$ cat src/rtl/event_wheel_pkg.sv
package event_wheel_pkg;

  // strobes from the sequencer to the slot storage
  typedef struct packed {
    logic push;        // store the incoming identifier
    logic loadRef;     // copy counter-derived position (empty wheel)
    logic startDrain;  // open a walk from old to new position
    logic pop;         // release the top identifier of the current slot
    logic step;        // move to the next slot in the walk
  } wheelStrobe_t;

  typedef enum logic {
    ST_IDLE  = 1'b0,
    ST_DRAIN = 1'b1
  } wheelState_t;

endpackage

$ cat src/rtl/event_wheel_ctrl.sv
module event_wheel_ctrl
  import event_wheel_pkg::*;
(
  input  logic         clk,
  input  logic         rstN,
  input  logic         schedValid,
  input  logic         schedOk,
  input  logic         updateValid,
  input  logic         wheelEmpty,
  input  logic         sameSlot,
  input  logic         curEmpty,
  input  logic         atEnd,
  output wheelStrobe_t strobe,
  output logic         busy
);

  wheelState_t state, nextState;
  logic        schedTaken;

  assign schedTaken = schedValid && schedOk;

  always_comb begin
    strobe    = '0;
    nextState = state;
    case (state)
      ST_IDLE: begin
        strobe.push = schedTaken;
        if (wheelEmpty) begin
          strobe.loadRef = schedTaken || updateValid;
        end else if (updateValid && !sameSlot) begin
          strobe.startDrain = 1'b1;
          nextState         = ST_DRAIN;
        end
      end
      ST_DRAIN: begin
        if (!curEmpty)   strobe.pop  = 1'b1;
        else if (!atEnd) strobe.step = 1'b1;
        else             nextState   = ST_IDLE;
      end
      default: nextState = ST_IDLE;
    endcase
  end

  always_ff @(posedge clk) begin
    if (!rstN) state <= ST_IDLE;
    else       state <= nextState;
  end

  assign busy = (state == ST_DRAIN);

endmodule

$ cat src/rtl/event_wheel_store.sv
module event_wheel_store
  import event_wheel_pkg::*;
#(
  parameter int IDX_W      = 4,
  parameter int SLOT_DEPTH = 4,
  parameter int ID_W       = 8,
  parameter int CNT_W      = 16,
  parameter int NUM_CTR    = 5,
  parameter int PEND_W     = $clog2((1 << IDX_W) * SLOT_DEPTH + 1)
)(
  input  logic                          clk,
  input  logic                          rstN,
  input  wheelStrobe_t                  strobe,
  input  logic [IDX_W-1:0]              schedDelay,
  input  logic [ID_W-1:0]               schedId,
  input  logic [NUM_CTR-1:0][CNT_W-1:0] typeCycles,
  output logic                          schedOk,
  output logic                          wheelEmpty,
  output logic                          sameSlot,
  output logic                          curEmpty,
  output logic                          atEnd,
  output logic                          fireValid,
  output logic [ID_W-1:0]               fireId,
  output logic [PEND_W-1:0]             pending,
  output logic                          overflow
);

  localparam int SLOTS  = 1 << IDX_W;
  localparam int FILL_W = $clog2(SLOT_DEPTH + 1);
  localparam int DIX_W  = (SLOT_DEPTH > 1) ? $clog2(SLOT_DEPTH) : 1;

  logic [CNT_W-1:0]  elapsed;
  logic [IDX_W-1:0]  newNow, nowReg, refNow, target, curPtr, endPtr;
  logic [FILL_W-1:0] fillV [SLOTS];
  logic [ID_W-1:0]   topV  [SLOTS];
  logic              fullV [SLOTS];
  logic              targetFull;

  always_comb begin
    elapsed = '0;
    for (int i = 0; i < NUM_CTR; i++) elapsed = elapsed + typeCycles[i];
  end

  assign newNow     = elapsed[IDX_W-1:0];
  assign wheelEmpty = (pending == '0);
  assign refNow     = wheelEmpty ? newNow : nowReg;
  assign target     = refNow + schedDelay;
  assign targetFull = fullV[target];
  assign schedOk    = (schedDelay != '0);
  assign sameSlot   = (newNow == nowReg);
  assign curEmpty   = (fillV[curPtr] == '0);
  assign atEnd      = (curPtr == endPtr);

  for (genvar g = 0; g < SLOTS; g++) begin : gSlot
    logic [ID_W-1:0]   entry [SLOT_DEPTH];
    logic [FILL_W-1:0] fill;
    logic [FILL_W-1:0] topIdx;
    logic              pushHere, popHere;

    assign topIdx   = fill - FILL_W'(1);
    assign pushHere = strobe.push && (target == IDX_W'(g)) && !fullV[g];
    assign popHere  = strobe.pop && (curPtr == IDX_W'(g));
    assign fillV[g] = fill;
    assign fullV[g] = (fill == FILL_W'(SLOT_DEPTH));
    assign topV[g]  = entry[topIdx[DIX_W-1:0]];

    always_ff @(posedge clk) begin
      if (!rstN)         fill <= '0;
      else if (pushHere) fill <= fill + FILL_W'(1);
      else if (popHere)  fill <= fill - FILL_W'(1);
    end

    always_ff @(posedge clk) begin
      if (pushHere) entry[fill[DIX_W-1:0]] <= schedId;
    end
  end

  always_ff @(posedge clk) begin
    if (!rstN) begin
      nowReg    <= '0;
      curPtr    <= '0;
      endPtr    <= '0;
      pending   <= '0;
      fireValid <= 1'b0;
      fireId    <= '0;
      overflow  <= 1'b0;
    end else begin
      fireValid <= 1'b0;
      overflow  <= 1'b0;
      if (strobe.loadRef) nowReg <= newNow;
      if (strobe.startDrain) begin
        nowReg <= newNow;
        curPtr <= nowReg;
        endPtr <= newNow;
      end
      if (strobe.step) curPtr <= curPtr + IDX_W'(1);
      if (strobe.push) begin
        if (targetFull) overflow <= 1'b1;
        else            pending  <= pending + PEND_W'(1);
      end
      if (strobe.pop) begin
        fireValid <= 1'b1;
        fireId    <= topV[curPtr];
        pending   <= pending - PEND_W'(1);
      end
    end
  end

endmodule

$ cat src/rtl/event_wheel.sv
module event_wheel
  import event_wheel_pkg::*;
#(
  parameter int IDX_W      = 4,
  parameter int SLOT_DEPTH = 4,
  parameter int ID_W       = 8,
  parameter int CNT_W      = 16,
  parameter int NUM_CTR    = 5
)(
  input  logic                          clk,
  input  logic                          rstN,
  input  logic                          schedValid,
  input  logic [IDX_W-1:0]              schedDelay,
  input  logic [ID_W-1:0]               schedId,
  input  logic                          updateValid,
  input  logic [NUM_CTR-1:0][CNT_W-1:0] typeCycles,
  output logic                          busy,
  output logic                          fireValid,
  output logic [ID_W-1:0]               fireId,
  output logic [$clog2((1 << IDX_W) * SLOT_DEPTH + 1)-1:0] pending,
  output logic                          overflow
);

  localparam int PEND_W = $clog2((1 << IDX_W) * SLOT_DEPTH + 1);

  wheelStrobe_t strobe;
  logic schedOk, wheelEmpty, sameSlot, curEmpty, atEnd;

  event_wheel_ctrl u_ctrl (
    .clk        (clk),
    .rstN       (rstN),
    .schedValid (schedValid),
    .schedOk    (schedOk),
    .updateValid(updateValid),
    .wheelEmpty (wheelEmpty),
    .sameSlot   (sameSlot),
    .curEmpty   (curEmpty),
    .atEnd      (atEnd),
    .strobe     (strobe),
    .busy       (busy)
  );

  event_wheel_store #(
    .IDX_W     (IDX_W),
    .SLOT_DEPTH(SLOT_DEPTH),
    .ID_W      (ID_W),
    .CNT_W     (CNT_W),
    .NUM_CTR   (NUM_CTR),
    .PEND_W    (PEND_W)
  ) u_store (
    .clk       (clk),
    .rstN      (rstN),
    .strobe    (strobe),
    .schedDelay(schedDelay),
    .schedId   (schedId),
    .typeCycles(typeCycles),
    .schedOk   (schedOk),
    .wheelEmpty(wheelEmpty),
    .sameSlot  (sameSlot),
    .curEmpty  (curEmpty),
    .atEnd     (atEnd),
    .fireValid (fireValid),
    .fireId    (fireId),
    .pending   (pending),
    .overflow  (overflow)
  );

endmodule

$ cat config.mk
export PLATFORM = sky130hd
export DESIGN_NAME = event_wheel
export DESIGN_NICKNAME = d
export VERILOG_FILES = /design/src/rtl/event_wheel_pkg.sv /design/src/rtl/event_wheel_ctrl.sv /design/src/rtl/event_wheel_store.sv /design/src/rtl/event_wheel.sv
export SDC_FILE = /design/constraint.sdc
export NUM_CORES = 1
export LEC_CHECK = 0
export BUFFER_PORTS_ARGS = -buffer_cell sky130_fd_sc_hd__clkbuf_2
export CELL_PAD_IN_SITES_DETAIL_PLACEMENT = 1
export CELL_PAD_IN_SITES_GLOBAL_PLACEMENT = 1
export CORE_MARGIN = 2
export CORE_UTILIZATION = 51
export DETAILED_ROUTE_END_ITERATION = 7
export PLACE_DENSITY_LB_ADDON = 0.1
export SETUP_SLACK_MARGIN = 0.1
export SLEW_MARGIN = 25
export SYNTH_ARGS = -nofsm -noshare
export SYNTH_HDL_FRONTEND = slang
export SYNTH_SLANG_ARGS = --single-unit
$ cat constraint.sdc
create_clock -name clk -period 11.8 [get_ports clk]
set_clock_uncertainty 0.2 [all_clocks]
set_input_delay 0.59 -clock clk [delete_from_list [all_inputs] [get_ports clk]]
set_output_delay 0.59 -clock clk [all_outputs]
set_load 0.01 [all_outputs]
; ---- Yosys cells after proc, flatten, opt, wreduce, memory -nomap -nowiden
; Memory sizes are Yosys's and may differ from the RTL's.
; Index checks and enable logic that the tools add are counted.
[op_classes]
addsub = 40
magnitude_cmp = 2
n_eq_ne = 49
muxes = 93
bitwise_logic = 3
n_reduce_logical = 94
[op_table]
columns = operator, n
row1 = two-way mux 3 bit, 35
row2 = "== test 4 bit, second input constant", 16
row3 = logical AND 1 bit, 50
row4 = "adder 3 x 1 -> 3 bit, second input constant", 16
row5 = "== test 3 bit, second input constant", 16
row6 = "subtractor 3 x 1 -> 3 bit, second input constant", 16
row7 = two-way mux 1 bit, 43
row8 = nonzero test 2 bit, 19
row9 = binary-select mux 8 bit (select 4 bit), 1
row10 = "== test 4 x 3 -> 1 bit, second input constant", 8
row11 = two-way mux 7 bit, 3
row12 = adder 4 bit, 5
row13 = two-way mux 4 bit, 5
row14 = logical NOT 1 bit, 17
row15 = "== test 4 x 2 -> 1 bit, second input constant", 4
row16 = two-way mux 8 bit, 2
row17 = binary-select mux 3 bit (select 4 bit), 1
row18 = "greater-or-equal comparator 5 bit, second input constant", 2
row19 = NOT 4 -> 5 bit, 2
row20 = "== test 4 x 1 -> 1 bit, second input constant", 2
row21 = == test 4 bit, 2
row22 = logical NOT 4 bit, 2
row23 = "adder 7 x 1 -> 7 bit, second input constant", 1
row24 = logical NOT 7 bit, 1
row25 = other kinds (11), 12
[totals]
regBits = 78
ramBits = 512
in_bits = 96
output_inout_bits = 18
elab_cells = 321
memories = 16
[mem_list]
columns = memory, words, word_bits, read_ports, rd_clocked_by_memory_dff, wr, line
row1 = u_store.gSlot[0].entry, 4, 8, 1, 0, 1, event_wheel_store.sv:55  ; logic [ID_W-1:0] entry [SLOT_DEPTH];
row2 = u_store.gSlot[10].entry, 4, 8, 1, 0, 1, event_wheel_store.sv:55
row3 = u_store.gSlot[11].entry, 4, 8, 1, 0, 1, event_wheel_store.sv:55
row4 = u_store.gSlot[12].entry, 4, 8, 1, 0, 1, event_wheel_store.sv:55
row5 = u_store.gSlot[13].entry, 4, 8, 1, 0, 1, event_wheel_store.sv:55
row6 = u_store.gSlot[14].entry, 4, 8, 1, 0, 1, event_wheel_store.sv:55
row7 = 10 more memories, --, --, --, --, --, --

; ---- Logic depth before layout (Yosys ltp)
; Gate-level depths: netlist (run 1).
[logic_depth]
word_depth = 14
depth_mapped = 17
ltp_nobuf = 15

; ---- Hierarchy
; A second synthesis (run 1) with hierarchy kept.
[unflattened]
hier_cells = 1560
hier_area_um2 = 26275.2
[modules_own_cells]
columns = mod, instances, cells_per_inst, area_per_inst_um2
row1 = event_wheel_store, 1, 1549, 26187.6
row2 = event_wheel_ctrl, 1, 11, 87.6

; ---- Worst setup path before layout (run 1)
; No wires, ideal clock.
[synth_timing]
kind = input port to flip-flop
startpoint = input typeCycles[2] in the netlist's numbering
endpoint = register u_store.gSlot[15].fill[2]
setup_ns = 0.091
t_arrival_ns = 5.190
required_time_ns = 11.509
slack_ns = 6.319
cell_stages = 16
cell_sequence = inv_1 -> fa_1 -> fa_1 -> inv_1 -> fa_1 -> inv_1 -> fa_1 -> o21ai_0 -> ha_1 -> a21oi_1 -> xor2_1 -> o211ai_4 -> buf_6 -> a2111oi_4 -> mux2_2 -> a311oi_1
[synth_between]
elab_chain_len = 10
elab_cells_between_ends = 11
[synth_rtl]
columns = item, line
row1 = from (decl), event_wheel.sv:16  ; input logic [NUM_CTR-1:0][CNT_W-1:0] typeCycles,
row2 = adder 4 bit * (4 in series), event_wheel_store.sv:41  ; for (int i = 0; i < NUM_CTR; i++) elapsed = elapsed + typeCycles[i];
row3 = two-way mux 4 bit *, event_wheel_store.sv:46  ; assign refNow = wheelEmpty ? newNow : nowReg;
row4 = adder 4 bit *, event_wheel_store.sv:47  ; assign target = refNow + schedDelay;
row5 = == test 4 bit *, event_wheel_store.sv:61  ; assign pushHere = strobe.push && (target == IDX_W'(g)) && !fullV[g];
row6 = logical AND 1 bit * (2 in series), event_wheel_store.sv:61
row7 = two-way mux 3 bit / nonzero test 2 bit (equally long branches), --
row8 = to (signal assigned), event_wheel_store.sv:69  ; else if (pushHere) fill <= fill + FILL_W'(1);
row9 = to (signal assigned), event_wheel_store.sv:70  ; else if (popHere) fill <= fill - FILL_W'(1);
row10 = to (decl), event_wheel_store.sv:56  ; logic [FILL_W-1:0] fill;
; Mark *: on every way between the ends. The rest lies on a longest branch, timed or not.
; A chain may end at the register's enable or synchronous reset.

; ---- Worst setup path after layout (run 1)
[layout_timing]
startpoint = input typeCycles[1] in the netlist's numbering
endpoint = memory u_store.gSlot[13].entry[3][4] (enable)
[layout_between]
elab_chain_len = 11
[layout_rtl]
columns = item, line
row1 = adder 4 bit (4 in series), event_wheel_store.sv:41
row2 = two-way mux 4 bit, event_wheel_store.sv:46
row3 = adder 4 bit, event_wheel_store.sv:47
row4 = == test 4 bit, event_wheel_store.sv:61
row5 = logical AND 1 bit (2 in series), event_wheel_store.sv:61
row6 = two-way mux 1 bit, event_wheel_store.sv:74  ; if (pushHere) entry[fill[DIX_W-1:0]] <= schedId;
row7 = two-way mux 1 bit (not written as such), event_wheel_store.sv:74
row8 = to (decl), event_wheel_store.sv:55
; No other way between the ends.

==> reports/metrics.csv, run 1 <==
metric,value,unit
outcome,"complete, no violations",
initial antenna violation count,0,
Seq cells post-synth,590,
max-slew violations,0,
Die Span Y,230.8,microns
Rows,83,
chip width,230.8,microns
Final Util,56.88,%
CORE AREA,0.05109,sq mm
Tcrit/Tclk final,47.91,%
DR vias/cell,6.006,
Post-Syn Area per Cell,17.68,sq um
Post-synth top flop,edfxtp_1,
post-synthesis sequential area ratio,64.56,%
Synth area leader,edfxtp_1,
clock root cell,clkbuf_16,
global-route wire length before repair,92380,microns
worst hold slack,0.2532,ns
H-tree Lvls,2,
post-CTS sizing,0,
post-synthesis cell count,1484,
RePlAce Congestion,0.7871,
RSZ-0062 raised after global routing,no,
CTS tree,yes,
DR vias,13650,
HPWL after DPL,39770,microns
CP Data Arrival Time,5.73,ns
Routed WL,60380,microns
Starting Density,51.34,%
TritonRoute pass-1 iters,5,
Mapped Area,0.02623,sq mm
initial DRC count,1048,
Overall Power,6.151,mW
Layout area overhead,10.78,%
GRT overflow,0,
die area,0.05326,sq mm
post-synthesis mux area share,17.17,%
Hold Path Class,in2reg,
slew margin rel.,36.00,%
hold buffers post-CTS,0,
Setup CP Type,in2reg,
CTS buffer count,61,
Post CTS Setup Buffer Count,0,
total track usage,23.40,%
Post-synth ARST share,0,%
most frequent cells in the layout,"edfxtp_1, mux4_2, ha_1",
Max-Cap Viols,0,
"Clk Latency, worst-skew pair",0.64,ns
top post-synthesis cells by area,"edfxtp_1, mux4_2, dfxtp_1, ha_1, and2_1",
xor/xnor share of the synthesized area,0.9492,%
DRC viols,0,
post-synthesis simple-gate area fraction,5.075,%
largest net degree at the start of global routing,70,
worst-path maximum fanout,22,
"Hold Vio Cnt, Final",0,
syn nets,1685,
Post-DRT Antenna Nets,0,
Clock Path Buffers,3,
Peak VDD IR,155.8,uV
fin crit period,5.653,ns
vias in the first global route,14410,
yosys warns,0,
detailed-route wire length per cell,26.56,microns
CP Capture Type,flop,
post-synthesis cell type count,65,
f_max,0.1769,GHz
ratio of cells with drive above 1 in the final layout,23.60,%
post-synth top area share,58.61,%
Synth Area in Adders,5.295,%
IO Pins,114,
required time worst endpoint,11.87,ns
Post-synth EDFFs,512,
largest family of logic cells by synthesized area,multiplexers,
Final setup violation count,0,
Compound-Gate Fraction of Synth Area,4.579,%
clk slew on worst S/H paths,0.07,ns
"commonest non-fill, non-tap cell in the layout",edfxtp_1,
IO Port Bufs,53,
LEAKAGE,9.409,nW
Clock Sink Count,590,
Antenna Cells,0,
Nets,1746,
setup_tns,0,ns
Worst Max-Slew Pin Slew,0.9600,ns
Setup crit start kind,primary input,
P per Cell Area,211.7,mW/mm^2
## final cells by class
type,instances,area (sq um)
fillers,4617,22030
flip-flops and latches,590,16940
multi-input cells,751,8688
clock buffers,78,1590
well taps,680,850.8
repair buffers,71,400.4
clock inverters,33,330.3
inverters,70,262.8
## synthesized netlist by cell type (8+ instances only)
library cell,n
nor3_1,59
clkbuf_1,30
ha_1,95
and2_1,66
xor2_1,10
nand3_1,9
xnor2_1,9
a221oi_1,16
a311oi_1,17
a21oi_1,30
mux2_1,8
fa_1,10
buf_1,27
a211o_1,18
dfxtp_1,78
inv_1,68
mux2i_1,30
edfxtp_1,512
o21a_1,12
nand2_1,41
mux4_2,177
nor2_1,44
## per-layer routing
| metal | routed length, microns | vias up | global-route usage, % |
|---|---|---|---|
| met5 | 0 | - | 0 |
| met4 | 1116 | 0 | 5.847 |
| met3 | 2545 | 67 | 3.174 |
| met2 | 28690 | 293 | 37.30 |
| met1 | 28030 | 7234 | 34.39 |
| li1 | - | 6058 | - |
## report_power, final
group,internal [mW],switching (mW),total [mW],leakage (nW)
clock,1.08,0.795,1.88,0.934
combinational,0.720,0.976,1.70,3.24
sequential,2.41,0.166,2.58,5.24
total,4.21,1.94,6.15,9.41
## worst paths after layout
path	startpoint	endpoint	slack (ns)	depth (start not counted)
min reg2reg	u_store.fireId[3]	u_store.fireId[3]	0.30	2
min	rstN	u_store.pending[1]	0.25	3
max reg2reg	u_store.gSlot[13].fill[0]	u_store.pending[6]	6.71	14
max	typeCycles[1]	u_store.gSlot[13].entry[3][4]	6.15	15
## stage by stage
step	instance area (sq um)	setup slack (ns)	cells
after global routing	29060	5.907	2273
after CTS	29060	6.129	2273
after detailed placement	27130	5.473	2162
final	29060	6.147	2273
after floorplan	26230	6.319	1484
after global placement	27130	5.543	2162
## critical path, cell delays in order
cell and delay (ns):
clkbuf_2 0.09, fa_1 0.56, fa_1 0.44, fa_1 0.54, ha_1 0.15, inv_1 0.05, fa_1 0.58, o21ai_0 0.13
ha_1 0.36, a21oi_1 0.27, xor2_1 0.31, o211ai_4 0.10, buf_4 0.25, a2111oi_4 0.77, and2_1 0.50
## kinds of logic after synthesis
group / count (synthesis)
compound gates: 145
xor+xnor: 23
fa+ha+maj: 105
buf+inv: 143
flops: 590
mux: 225
simple gates: 253
## sequential cells by signal, indices dropped and copies added (netlist names)
name                 cells
u_store.fireValid        1
u_store.gSlot.fill      48
u_store.nowReg           4
u_ctrl.busy              1
u_store.curPtr           4
u_store.pending          7
u_store.fireId           8
u_store.overflow         1
u_store.endPtr           4
u_store.gSlot.entry    512
Power figures use the tool's default switching activity.
==> inputs of run 2 (changes only) <==
--- a/config.mk
+++ b/config.mk
@@ -5,11 +5,12 @@
 export SDC_FILE = /design/constraint.sdc
 export NUM_CORES = 1
 export LEC_CHECK = 0
+export ABC_AREA = 1
 export BUFFER_PORTS_ARGS = -buffer_cell sky130_fd_sc_hd__clkbuf_2
 export CELL_PAD_IN_SITES_DETAIL_PLACEMENT = 1
 export CELL_PAD_IN_SITES_GLOBAL_PLACEMENT = 1
 export CORE_MARGIN = 2
-export CORE_UTILIZATION = 51
+export CORE_UTILIZATION = 50
 export DETAILED_ROUTE_END_ITERATION = 7
 export PLACE_DENSITY_LB_ADDON = 0.1
 export SETUP_SLACK_MARGIN = 0.1
==> constraint.sdc (replaced) <==
create_clock -name clk -period 5.7 [get_ports clk]
set_clock_uncertainty 0.2 [all_clocks]
set_input_delay 0.285 -clock clk [delete_from_list [all_inputs] [get_ports clk]]
set_output_delay 0.285 -clock clk [all_outputs]
set_load 0.01 [all_outputs]
==> reports/metrics.csv, run 2 <==
metric,value,unit
Worst path most repeated cell,fa_1,
sw power,6.223,mW
setup_tns,0,ns
die area,0.05509,sq mm
post-synth top area share,57.77,%
Worst path slowest cell,fa_1,
wire length on met1,34290,microns
post-synthesis cell count,2428,
Max-Cap Viols,0,
total track usage,28.24,%
switch share,39.82,%
initial DRC count,1460,
Worst Path Buf+Inv,3,
Final Cell Area,0.03018,sq mm
yosys warns,0,
required time worst endpoint,5.81,ns
RSZ-0062 raised after global routing,no,
Top delay family on crit path,adder cells,
FF-to-FF path depth,19,
Setup CP Type,in2reg,
CORE AREA,0.05255,sq mm
P per Cell Area,517.9,mW/mm^2
Final setup violation count,0,
worst hold slack,0.08434,ns
Reg2Reg Capture Point,u_store.pending[6],
syn nets,2629,
Hold Path Class,in2reg,
CP Capture Type,flop,
Seq cells post-synth,590,
r2r setup slk,1.19,ns
"commonest non-fill, non-tap cell in the layout",edfxtp_1,
highest metal used,met4,
vias in the first global route,20210,
max-slew violations,0,
met2 wire length,37590,microns
clock power share,28.2,%
fin crit period,4.944,ns
Post-Syn Area per Cell,10.96,sq um
Cells on Worst Hold Path,4,
f_max,0.2023,GHz
Post-DRT Antenna Nets,0,
chip width,234.7,microns
Worst Max-Slew Pin Slew,0.9697,ns
Hold Path Origin,typeCycles[64],
Clock Path Buffers,3,
largest net degree at the start of global routing,65,
post-synthesis sequential area ratio,63.63,%
HPWL after DPL,50710,microns
GRT overflow,0,
Peak VDD IR,291.5,uV
clock root cell,clkbuf_16,
RePlAce Congestion,0.8753,
"Clk Latency, worst-skew pair",0.60,ns
IO Pins,114,
sequential power share,35.5,%
post-synthesis cell type count,50,
total internal power,9.405,mW
Hold EP,u_store.nowReg[0],
Post-synth top flop,edfxtp_1,
TritonRoute pass-1 iters,5,
DR vias,19240,
crit-path cells,clkbuf_2 -> fa_1 -> fa_1 -> fa_1 -> ha_1 -> inv_1 -> fa_1 -> o21ai_0 -> ha_1 -> a21oi_1 -> nand2_1 -> xor2_1 -> nand3_2 -> nand2_4 -> nand3_1 -> nor2_1 -> buf_4,
Starting Density,50.65,%
Die Span Y,234.7,microns
worst-path maximum fanout,11,
Routed WL,77880,microns
Comb pwr share,36.3,%
initial antenna violation count,1,
IO Port Bufs,53,
most frequent cells in the layout,"edfxtp_1, nor2_1, o21ai_0",
LEAKAGE,11.06,nW
Finished Layout Cells,3271,
"Hold Vio Cnt, Final",0,
top post-synthesis cells by area,"edfxtp_1, nor2_1, dfxtp_1, o21ai_0, ha_1",
CTS buffer count,66,
Post-synth ARST share,0,%
slew margin rel.,35.36,%
Nets,2734,
Mapped Area,0.02662,sq mm
H-tree Lvls,3,
r2r startpoint,u_store.gSlot[1].fill[0],
most common cell in the netlist,edfxtp_1,
CTS tree,yes,
Rows,84,
Synth top cells by count,"edfxtp_1, nor2_1, o21ai_0",
detailed-route wire length per cell,23.81,microns
Post-synth EDFFs,512,
DRC viols,0,
clk slew on worst S/H paths,0.06,ns
CP Data Arrival Time,5.05,ns
Synth area leader,edfxtp_1,
DR vias/cell,5.882,
Max stage delay on crit path,0.57,ns
outcome,"complete, no violations",
Setup crit start kind,primary input,
Tcrit/Tclk final,86.74,%
number of flip-flops in the largest register,512,
cell area after placement,0.02793,sq mm
Layout area overhead,13.37,%
Placed Cells,3152,
Clock Sink Count,590,
global-route wire length before repair,119700,microns
ratio of cells with drive above 1 in the final layout,11.43,%
met3 WL,4011,microns
==> run 2: changes by cell type after synthesis, moves of 40 or more <==
cell / before / now
nor2_1: 44 / 419
o21ai_0: 7 / 280
nand2_1: 41 / 237
nand3_1: 9 / 187
mux4_2: 177 / 0
inv_1: 68 / 159
and2_1: 66 / 1
o22ai_1: 1 / 64
o221ai_1: 0 / 62
clkbuf_1: 30 / 71
nor3_1: 59 / 19
==> run 2: per-stage QoR <==
stage | setup slack [ns] | power [mW] | utilization (%)
final | 0.7557 | 15.63 | 57.42
after global routing | 0.5077 | 16.44 | 57.42
after CTS | 0.8032 | 15.66 | 57.42
after detailed placement | 0.1630 | 11.22 | 53.15
after global placement | 0.2604 | 10.95 | 53.15
after floorplan | 0.7764 | 9.057 | -
==> run 2: kinds of logic after synthesis <==
group	count (synthesis)	share of synthesized area, %
xor gates and xnor gates	27	0.9590
DFF	590	63.63
buffers and inverters	288	4.400
adders and majority gates	105	5.218
muxes	6	0.2257
AOI/OAI and AO/OA	509	11.13
and+or+nand+nor	903	14.44
==> run 2: cell type report <==
| cell class | count | area [sq um] |
|---|---|---|
| antenna | 1 | 2.502 |
| clock buffer | 80 | 1841 |
| clock inverter | 37 | 392.9 |
| fill | 5563 | 22380 |
| inverter | 181 | 681.9 |
| multi-input combinational | 1550 | 8508 |
| sequential | 590 | 16940 |
| tap | 688 | 860.8 |
| timing repair buffer | 144 | 950.9 |
==> run 2: worst register-to-register path: cells and delay by family, from the launching register on <==
family | cells | cell delay (ns)
and+or+nand+nor | 9 | 1.06
buffers and inverters | 4 | 1.13
AOI/OAI and AO/OA | 5 | 0.74
DFF | 1 | 0.86
adders and majority gates | 1 | 0.40
==> run 2: power groups by stage <==
stage	sequential [mW]	combinational, mW	clock [mW]
floorplan	5.38	3.67	0
global placement	5.59	5.36	0
detailed placement	5.63	5.60	0
CTS	5.54	5.66	4.46
global route	5.60	6.22	4.62
finish	5.55	5.67	4.40
==> run 2: repair_timing <==
action                                 4_1_cts  5_1_grt
endpoints found under the hold margin        3        0
hold buffers                                 1        0
resized for setup                            0        0
buffers inserted                             0        0
==> run 2: worst max path at each step <==
stage,startpoint,cells past startpoint,slack (ns),to
4_1_cts,typeCycles[1],17,0.80,u_store.gSlot[12].entry[2][3]
3_5_place_dp,typeCycles[1],17,0.16,u_store.gSlot[12].entry[2][4]
6_report,typeCycles[1],17,0.76,u_store.gSlot[12].entry[2][3]
5_1_grt,typeCycles[2],18,0.51,u_store.gSlot[12].entry[2][6]
3_3_place_gp,typeCycles[2],18,0.26,u_store.gSlot[12].entry[2][4]
2_1_floorplan,typeCycles[2],17,0.78,u_store.gSlot[11].entry[1][0]
==> run 2: per-layer routing <==
layer / GRT usage (%) / up-vias
met1: 38.15 / 9796
li1: - / 8820
met3: 4.875 / 129
met5: 0 / -
met2: 46.98 / 494
met4: 8.266 / 0
